File: config.mk
export PLATFORM = sky130hd
export DESIGN_NAME = rds_host_seq
export DESIGN_NICKNAME = d
export VERILOG_FILES = /design/src/rtl/rds_seq_pkg.sv /design/src/rtl/rds_bus_port.sv /design/src/rtl/rds_wait_timer.sv /design/src/rtl/rds_dup_filter.sv /design/src/rtl/rds_host_seq.sv
export SDC_FILE = /design/constraint.sdc
export NUM_CORES = 1
export LEC_CHECK = 0
export ABC_AREA = 1
export CAP_MARGIN = 20
export CORE_ASPECT_RATIO = 1.5
export CORE_MARGIN = 10
export CORE_UTILIZATION = 45
export CTS_CLUSTER_SIZE = 40
export DETAILED_ROUTE_END_ITERATION = 8
export DONT_BUFFER_PORTS = 1
export PLACE_DENSITY = 0.57
export SLEW_MARGIN = 20
export SYNTH_ARGS = -nofsm -noshare
export SYNTH_HDL_FRONTEND = slang
export SYNTH_SLANG_ARGS = --single-unit
File: constraint.sdc
create_clock -name clk -period 1.9 [get_ports clk]
set_input_delay 0.285 -clock clk [delete_from_list [all_inputs] [get_ports clk]]
set_output_delay 0.285 -clock clk [all_outputs]
set_load 0.02 [all_outputs]
File: src/rtl/rds_seq_pkg.sv
package rds_seq_pkg;
  localparam int REG_W = 8;
  localparam int REG_STAT = 0;
  localparam int REG_QUAL = 1;
  localparam int REG_CORR = 2;
  localparam int REG_DHI = 3;
  localparam int REG_DLO = 4;
  localparam int REG_CLK = 5;
  localparam int STAT_NE_BIT = 6;
  localparam logic [2:0] SRC_BNE = 3'b001;

  typedef enum logic [3:0] {
    S_BOOT, S_CLK_WR, S_LOCK, S_ARM, S_IDLE, S_IRQ_WAIT, S_READ, S_GAP, S_HOLD
  } seq_state_t;

  typedef struct packed {
    logic [REG_W-1:0] qual;
    logic [REG_W-1:0] corr;
    logic [REG_W-1:0] dhi;
    logic [REG_W-1:0] dlo;
  } rds_blk_t;

  // control word: resync at bit 5, interrupt cause in bits [2:0]
  function automatic logic [REG_W-1:0] arm_word(input logic [2:0] src);
    return {2'b00, 1'b1, 2'b00, src};
  endfunction

  function automatic logic blk_same(input rds_blk_t a, input rds_blk_t b);
    return a == b;
  endfunction

  function automatic int max3(input int a, input int b, input int c);
    int m;
    m = (a > b) ? a : b;
    return (m > c) ? m : c;
  endfunction
endpackage

File: src/rtl/rds_bus_port.sv
module rds_bus_port #(
  parameter int AW = 3,
  parameter int DW = 8
) (
  input  logic          clk,
  input  logic          rst_n,
  input  logic          start,
  input  logic          we_i,
  input  logic [AW-1:0] addr_i,
  input  logic [DW-1:0] wdata_i,
  output logic          req,
  output logic          we,
  output logic [AW-1:0] addr,
  output logic [DW-1:0] wdata,
  input  logic          ack,
  output logic          done
);
  assign done = req & ack;

  always_ff @(posedge clk) begin
    if (!rst_n) begin
      req   <= 1'b0;
      we    <= 1'b0;
      addr  <= '0;
      wdata <= '0;
    end else if (done) begin
      req <= 1'b0;
    end else if (start && !req) begin
      req   <= 1'b1;
      we    <= we_i;
      addr  <= addr_i;
      wdata <= wdata_i;
    end
  end


  req_hold_chk: assert property (@(posedge clk) disable iff (!rst_n)
    req && !ack |=> req && $stable(addr) && $stable(we) && $stable(wdata));


  single_txn_chk: assert property (@(posedge clk) disable iff (!rst_n)
    start |-> !req);
endmodule

File: src/rtl/rds_wait_timer.sv
module rds_wait_timer #(
  parameter int TW = 8
) (
  input  logic          clk,
  input  logic          rst_n,
  input  logic          load,
  input  logic [TW-1:0] limit,
  output logic          expired
);
  logic [TW-1:0] cnt;
  logic          run;

  always_ff @(posedge clk) begin
    if (!rst_n) begin
      cnt <= '0;
      run <= 1'b0;
    end else if (load) begin
      cnt <= limit;
      run <= 1'b1;
    end else if (run && cnt != '0) begin
      cnt <= cnt - 1'b1;
    end
  end

  assign expired = run && (cnt == '0) && !load;
endmodule

File: src/rtl/rds_dup_filter.sv
module rds_dup_filter
  import rds_seq_pkg::*;
(
  input  logic     clk,
  input  logic     rst_n,
  input  logic     drain_clr,
  input  logic     in_vld,
  input  rds_blk_t in_blk,
  output logic     out_vld,
  output rds_blk_t out_blk,
  output logic     dropped
);
  logic     have_prev;
  rds_blk_t prev;

  assign dropped = in_vld && have_prev && blk_same(prev, in_blk);
  assign out_blk = prev;

  always_ff @(posedge clk) begin
    if (!rst_n) begin
      have_prev <= 1'b0;
      prev      <= '0;
      out_vld   <= 1'b0;
    end else begin
      out_vld <= 1'b0;
      if (drain_clr) begin
        have_prev <= 1'b0;
      end else if (in_vld && !dropped) begin
        out_vld   <= 1'b1;
        prev      <= in_blk;
        have_prev <= 1'b1;
      end
    end
  end


  drop_silent_chk: assert property (@(posedge clk) disable iff (!rst_n)
    dropped |=> !out_vld);


  out_source_chk: assert property (@(posedge clk) disable iff (!rst_n)
    out_vld |-> $past(in_vld));
endmodule

File: src/rtl/rds_host_seq.sv
module rds_host_seq
  import rds_seq_pkg::*;
#(
  parameter int         AW        = 3,
  parameter logic [7:0] CLK_CFG   = 8'h13,
  parameter int         LOCK_CYC  = 4275,
  parameter int         EXTRA_CYC = 25,
  parameter int         POLL_GAP  = 100,
  parameter int         STUCK_CYC = 1000
) (
  input  logic          clk,
  input  logic          rst_n,
  input  logic          poll_mode,
  input  logic          skip_clk,
  input  logic          irq_n,
  output logic          bus_req,
  output logic          bus_we,
  output logic [AW-1:0] bus_addr,
  output logic [7:0]    bus_wdata,
  input  logic          bus_ack,
  input  logic [7:0]    bus_rdata,
  output logic          blk_valid,
  output logic [7:0]    blk_qual,
  output logic [7:0]    blk_corr,
  output logic [15:0]   blk_data,
  output logic          irq_stuck
);
  localparam int LOCK_TOT = LOCK_CYC + EXTRA_CYC;
  localparam int TMAX     = max3(LOCK_TOT, POLL_GAP, STUCK_CYC);
  localparam int TW       = $clog2(TMAX + 1);

  seq_state_t    state;
  logic [2:0]    rd_idx;
  logic          pend;
  rds_blk_t      cap;
  logic          blk_rdy;
  logic          drain_clr;

  logic          bus_start;
  logic          bus_we_c;
  logic [AW-1:0] bus_addr_c;
  logic [7:0]    bus_wdata_c;
  logic          bus_done;
  logic          tmr_load;
  logic [TW-1:0] tmr_limit;
  logic          tmr_exp;
  logic          st_empty;
  logic          last_read;
  rds_blk_t      out_blk;
  logic          blk_dropped;

  // named internal events
  assign st_empty  = (state == S_READ) && bus_done && (rd_idx == 3'(REG_STAT))
                     && poll_mode && !bus_rdata[STAT_NE_BIT];
  assign last_read = (state == S_READ) && bus_done && (rd_idx == 3'(REG_DLO));

  always_comb begin
    bus_start   = !pend && ((state == S_CLK_WR) || (state == S_ARM) || (state == S_READ));
    bus_we_c    = (state != S_READ);
    bus_addr_c  = AW'(rd_idx);
    bus_wdata_c = arm_word(SRC_BNE);
    if (state == S_CLK_WR) begin
      bus_addr_c  = AW'(REG_CLK);
      bus_wdata_c = CLK_CFG;
    end else if (state == S_ARM) begin
      bus_addr_c  = AW'(REG_STAT);
    end
  end

  always_comb begin
    tmr_load  = 1'b0;
    tmr_limit = '0;
    if (state == S_CLK_WR && bus_done) begin
      tmr_load  = 1'b1;
      tmr_limit = TW'(LOCK_TOT);
    end else if (st_empty) begin
      tmr_load  = 1'b1;
      tmr_limit = TW'(POLL_GAP);
    end else if (last_read && !poll_mode) begin
      tmr_load  = 1'b1;
      tmr_limit = TW'(STUCK_CYC);
    end
  end

  rds_bus_port #(.AW(AW), .DW(8)) u_port (
    .clk(clk), .rst_n(rst_n), .start(bus_start), .we_i(bus_we_c),
    .addr_i(bus_addr_c), .wdata_i(bus_wdata_c), .req(bus_req), .we(bus_we),
    .addr(bus_addr), .wdata(bus_wdata), .ack(bus_ack), .done(bus_done)
  );

  rds_wait_timer #(.TW(TW)) u_timer (
    .clk(clk), .rst_n(rst_n), .load(tmr_load), .limit(tmr_limit), .expired(tmr_exp)
  );

  rds_dup_filter u_filter (
    .clk(clk), .rst_n(rst_n), .drain_clr(drain_clr), .in_vld(blk_rdy),
    .in_blk(cap), .out_vld(blk_valid), .out_blk(out_blk), .dropped(blk_dropped)
  );

  assign blk_qual = out_blk.qual;
  assign blk_corr = out_blk.corr;
  assign blk_data = {out_blk.dhi, out_blk.dlo};

  always_ff @(posedge clk) begin
    if (!rst_n) begin
      state     <= S_BOOT;
      rd_idx    <= '0;
      pend      <= 1'b0;
      cap       <= '0;
      blk_rdy   <= 1'b0;
      drain_clr <= 1'b0;
      irq_stuck <= 1'b0;
    end else begin
      blk_rdy   <= 1'b0;
      drain_clr <= 1'b0;
      if (bus_start) pend <= 1'b1;
      else if (bus_done) pend <= 1'b0;
      case (state)
        S_BOOT:   state <= skip_clk ? S_ARM : S_CLK_WR;
        S_CLK_WR: if (bus_done) state <= S_LOCK;
        S_LOCK:   if (tmr_exp) state <= S_ARM;
        S_ARM:    if (bus_done) state <= S_IDLE;
        S_IDLE: begin
          rd_idx    <= '0;
          drain_clr <= 1'b1;
          state     <= poll_mode ? S_READ : S_IRQ_WAIT;
        end
        S_IRQ_WAIT: begin
          if (irq_n) begin
            irq_stuck <= 1'b0;
          end else begin
            rd_idx    <= '0;
            drain_clr <= 1'b1;
            state     <= S_READ;
          end
        end
        S_READ: begin
          if (st_empty) begin
            drain_clr <= 1'b1;
            state     <= S_GAP;
          end else if (last_read) begin
            cap.dlo <= bus_rdata;
            blk_rdy <= 1'b1;
            rd_idx  <= '0;
            state   <= poll_mode ? S_READ : S_HOLD;
          end else if (bus_done) begin
            case (rd_idx)
              3'(REG_QUAL): cap.qual <= bus_rdata;
              3'(REG_CORR): cap.corr <= bus_rdata;
              3'(REG_DHI):  cap.dhi  <= bus_rdata;
              default: ;
            endcase
            rd_idx <= rd_idx + 3'd1;
          end
        end
        S_GAP: begin
          if (tmr_exp) begin
            rd_idx <= '0;
            state  <= S_READ;
          end
        end
        S_HOLD: begin
          if (irq_n) begin
            irq_stuck <= 1'b0;
            state     <= S_IRQ_WAIT;
          end else if (tmr_exp) begin
            irq_stuck <= 1'b1;
            rd_idx    <= '0;
            state     <= S_READ;
          end
        end
        default: state <= S_BOOT;
      endcase
    end
  end


  arm_word_chk: assert property (@(posedge clk) disable iff (!rst_n)
    bus_req && bus_we && (bus_addr == AW'(REG_STAT)) |-> bus_wdata == 8'h21);


  stuck_line_chk: assert property (@(posedge clk) disable iff (!rst_n)
    $rose(irq_stuck) |-> $past(!irq_n));


  blk_pulse_chk: assert property (@(posedge clk) disable iff (!rst_n)
    blk_valid |=> !blk_valid);


  lock_quiet_chk: assert property (@(posedge clk) disable iff (!rst_n)
    (state == S_LOCK) |-> !bus_req);
endmodule

==> flow_summary.yaml <==
hold_path:
  min_to: "u_port.wdata[0]"
  hold_path_depth: 1
  min_from: "rst_n"
  hold_path.class: "primary input to flip-flop"
timing:
  drv_slew: 0
  hold_ws_ps: 58.53
  final-setup-viol-count: 0
  finalClockSkew_ps: 5.795
  min_period_over_period_pct: 92.77
  hold_violations: 0
  fin_crit_ps: 1763
  fin_ws_ps: 137.5
  max_freq_ghz: 0.5674
critical_path:
  crit_type: "flip-flop to flip-flop"
  reg2reg_to: "state[1]"
  reg2reg_depth: 11
  rrSetupSlack_ps: 140
  worst-path-buf-inv: 3
  start_kind: "flip-flop"
  path_delay_family: "simple AND/OR/NAND/NOR gates"
  required_ps: 2170
  worstPathArrival_ps: 2040
  reg2reg_from: "rd_idx[0]"
  slowest_stage: "dfxtp_1"
  critPathMaxFanout: 4
  crit_path_frequent_cell: "nand2_1"
  path_cells: "inv_1 > ha_1 > nand2_2 > clkinv_2 > nand3_2 > nand2_1 > o21ai_1 > inv_1 > nand2_1 > nand2_1 > a21oi_1"
  max_stage_delay_ps: 340
  critPathCaptureType: "flip-flop"
grt:
  grt_pass1_vias: 4409
  grt-ovfl-total: 0
  grt_pass1_wl_mm: 22.09
  grtUsageTotal_pct: 17.07
  antenna_found_initial: 0
  grt_max_degree: 82
placed_design:
  gp_congestion: 0.9575
  post-dp-hpwl_mm: 9.840
  port-buffer-count: 0
  place_ws_ps: 126.0
flow_run:
  cap_violations: 0
synthesis:
  ys_types: 44
  synth_edf_count: 0
  async_flop_share_pct: 0
  synth-seq-area-share_pct: 38.88
  synth_top_area_share_pct: 38.88
  synth.largest_area_cell: "dfxtp_1"
  synthTopCellsByArea: "dfxtp_1, nand2_1, a21oi_1"
  synth_area_sq_um: 5097
  ys_seq_elements: 99
  synth_flop_cell: "dfxtp_1"
  ys_warn_count: 0
  netlist_instances: 723
  synth_area_per_cell_sq_um: 7.050
clocking:
  h-tree-depth: 3
  clk_latency_ps: 350
  clkSinkCount: 99
  cts_buffers: 9
  holdBufCountCts: 0
  cts_tree: "built"
  clock_path_buffers: 2
  cts_root_buf: "clkbuf_16"
  clkSlewWorstSetupHoldPaths_ps: 70
pwr:
  combPwrFrac_pct: 25.8
  p_int_uw: 3973
  swShare_pct: 33.34
  pwr-share-clk_pct: 33.0
  powerDensity_nw_per_um2: 1011
  power_switching_uw: 1987
  power_leakage_uw: 0.002512
  ir_drop_mv: 0.7739
  p_seq_share_pct: 41.2
route:
  wl_mm: 13.39
  drtIter0Drc: 173
  num_vias: 4591
  drt-wirelength-per-cell_um: 14.73
  drc: 0
  routed_via_density: 5.051
  dr.pass1.iters: 5
  ant_nets: 0
layout:
  fill_cells: 1156
  drive_gt1_share_pct: 14.30
  nNetsFinal: 778
  final_common_cell: "nand2_1"
  final_cell_mix: "nand2_1, dfxtp_1, nor2_1, inv_1, a21oi_1"
  area_growth_pct: 15.61
  antenna_cells: 0
die:
  core_area_sq_um: 11060
  die_h_um: 150.4
  die_w_um: 106.9
  dieArea_sq_um: 16070
  core.rowCount: 47
  start_util_pct: 46.11
  ioPinCount: 61
status:
  status: "complete, no violations"
[per-layer routing]
layer  up-vias  wire, um  GRT usage, %
met1      2086      5354         18.17
met3        24       574         2.995
met4         0       329         7.813
met2        94      7135         31.72
met5         -         0             0
li1       2387         -             -
[Yosys cell counts, drive strengths merged, types with 8 or more instances]
| master | count |
|---|---|
| a21oi | 87 |
| buf | 22 |
| clkbuf | 13 |
| dfxtp | 99 |
| inv | 90 |
| nand2 | 132 |
| nand3 | 54 |
| nand4 | 8 |
| nor2 | 99 |
| nor3 | 8 |
| o21ai | 56 |
| xnor2 | 13 |
| xor2 | 10 |
[sequential cells by signal, indices dropped and copies added, names as in the netlist, 3 cells and up]
name,cells
cap,32
rd_idx,3
state,4
u_filter.out_blk,32
u_port.addr,3
u_port.wdata,3
u_timer.cnt,13
[power by group through the flow]
stage               registers (uW)  logic (uW)  clock network, uW
finish                        2460        1540               1970
global placement              2500        1510                  0
global route                  2480        1750               2090
CTS                           2460        1520               2020
detailed placement            2500        1510                  0
floorplan                     2470        1160                  0
[cell families after synthesis]
kind of cell             count (synthesis)  share of synthesized area [%]
AO/OA/AOI/OAI                          158                          16.35
XOR/XNOR                                23                          3.952
buffers and inverters                  128                          10.46
AND/OR/NAND/NOR                        307                          28.57
flip-flops                              99                          38.88
adder cells (fa/ha/maj)                  7                          1.718
other                                    1                        0.07357
[layout make-up]
type / instances / area, sq um / area share, %
multi-input combinational: 500 / 2625 / 44.54
sequential: 99 / 1984 / 33.67
timing repair buffer: 54 / 430.4 / 7.304
inverter: 93 / 351.6 / 5.966
clock buffer: 10 / 229.0 / 3.885
tap: 147 / 183.9 / 3.121
clock inverter: 6 / 88.84 / 1.507
[metrics by stage]
step	setup TNS (ps)	area [sq um]	std cells	power, uW	util (%)
after CTS	0	5854	906	5995	52.95
after floorplan	0	5109	726	3634	-
after detailed placement	0	5537	890	4012	50.08
final	0	5893	909	5960	53.30
after global placement	0	5537	890	4006	50.08
after global routing	-0.9688	5893	909	6324	53.30
[worst register-to-register path: stages (launching register included)]
cell	delay (ps)
dfxtp_1	340
inv_1	60
ha_1	230
nand2_2	80
clkinv_2	100
nand3_2	100
nand2_1	110
o21ai_1	270
inv_1	70
nand2_1	120
nand2_1	60
a21oi_1	140
[timing repair]
item,in CTS,in global routing
gates resized for setup,0,5
setup endpoints to repair,0,23
buffers inserted,0,2
[worst max-delay path by stage]
stage	start	endpoint	cells after the start
4_1_cts	state[1]	rd_idx[0]	11
2_1_floorplan	rd_idx[0]	u_timer.cnt[8]	11
3_5_place_dp	rd_idx[0]	state[1]	11
5_1_grt	rd_idx[0]	cap[28]	10
3_3_place_gp	rd_idx[0]	state[1]	11
6_report	rd_idx[0]	state[1]	11
Note: power is estimated with default switching activity, not from simulation.
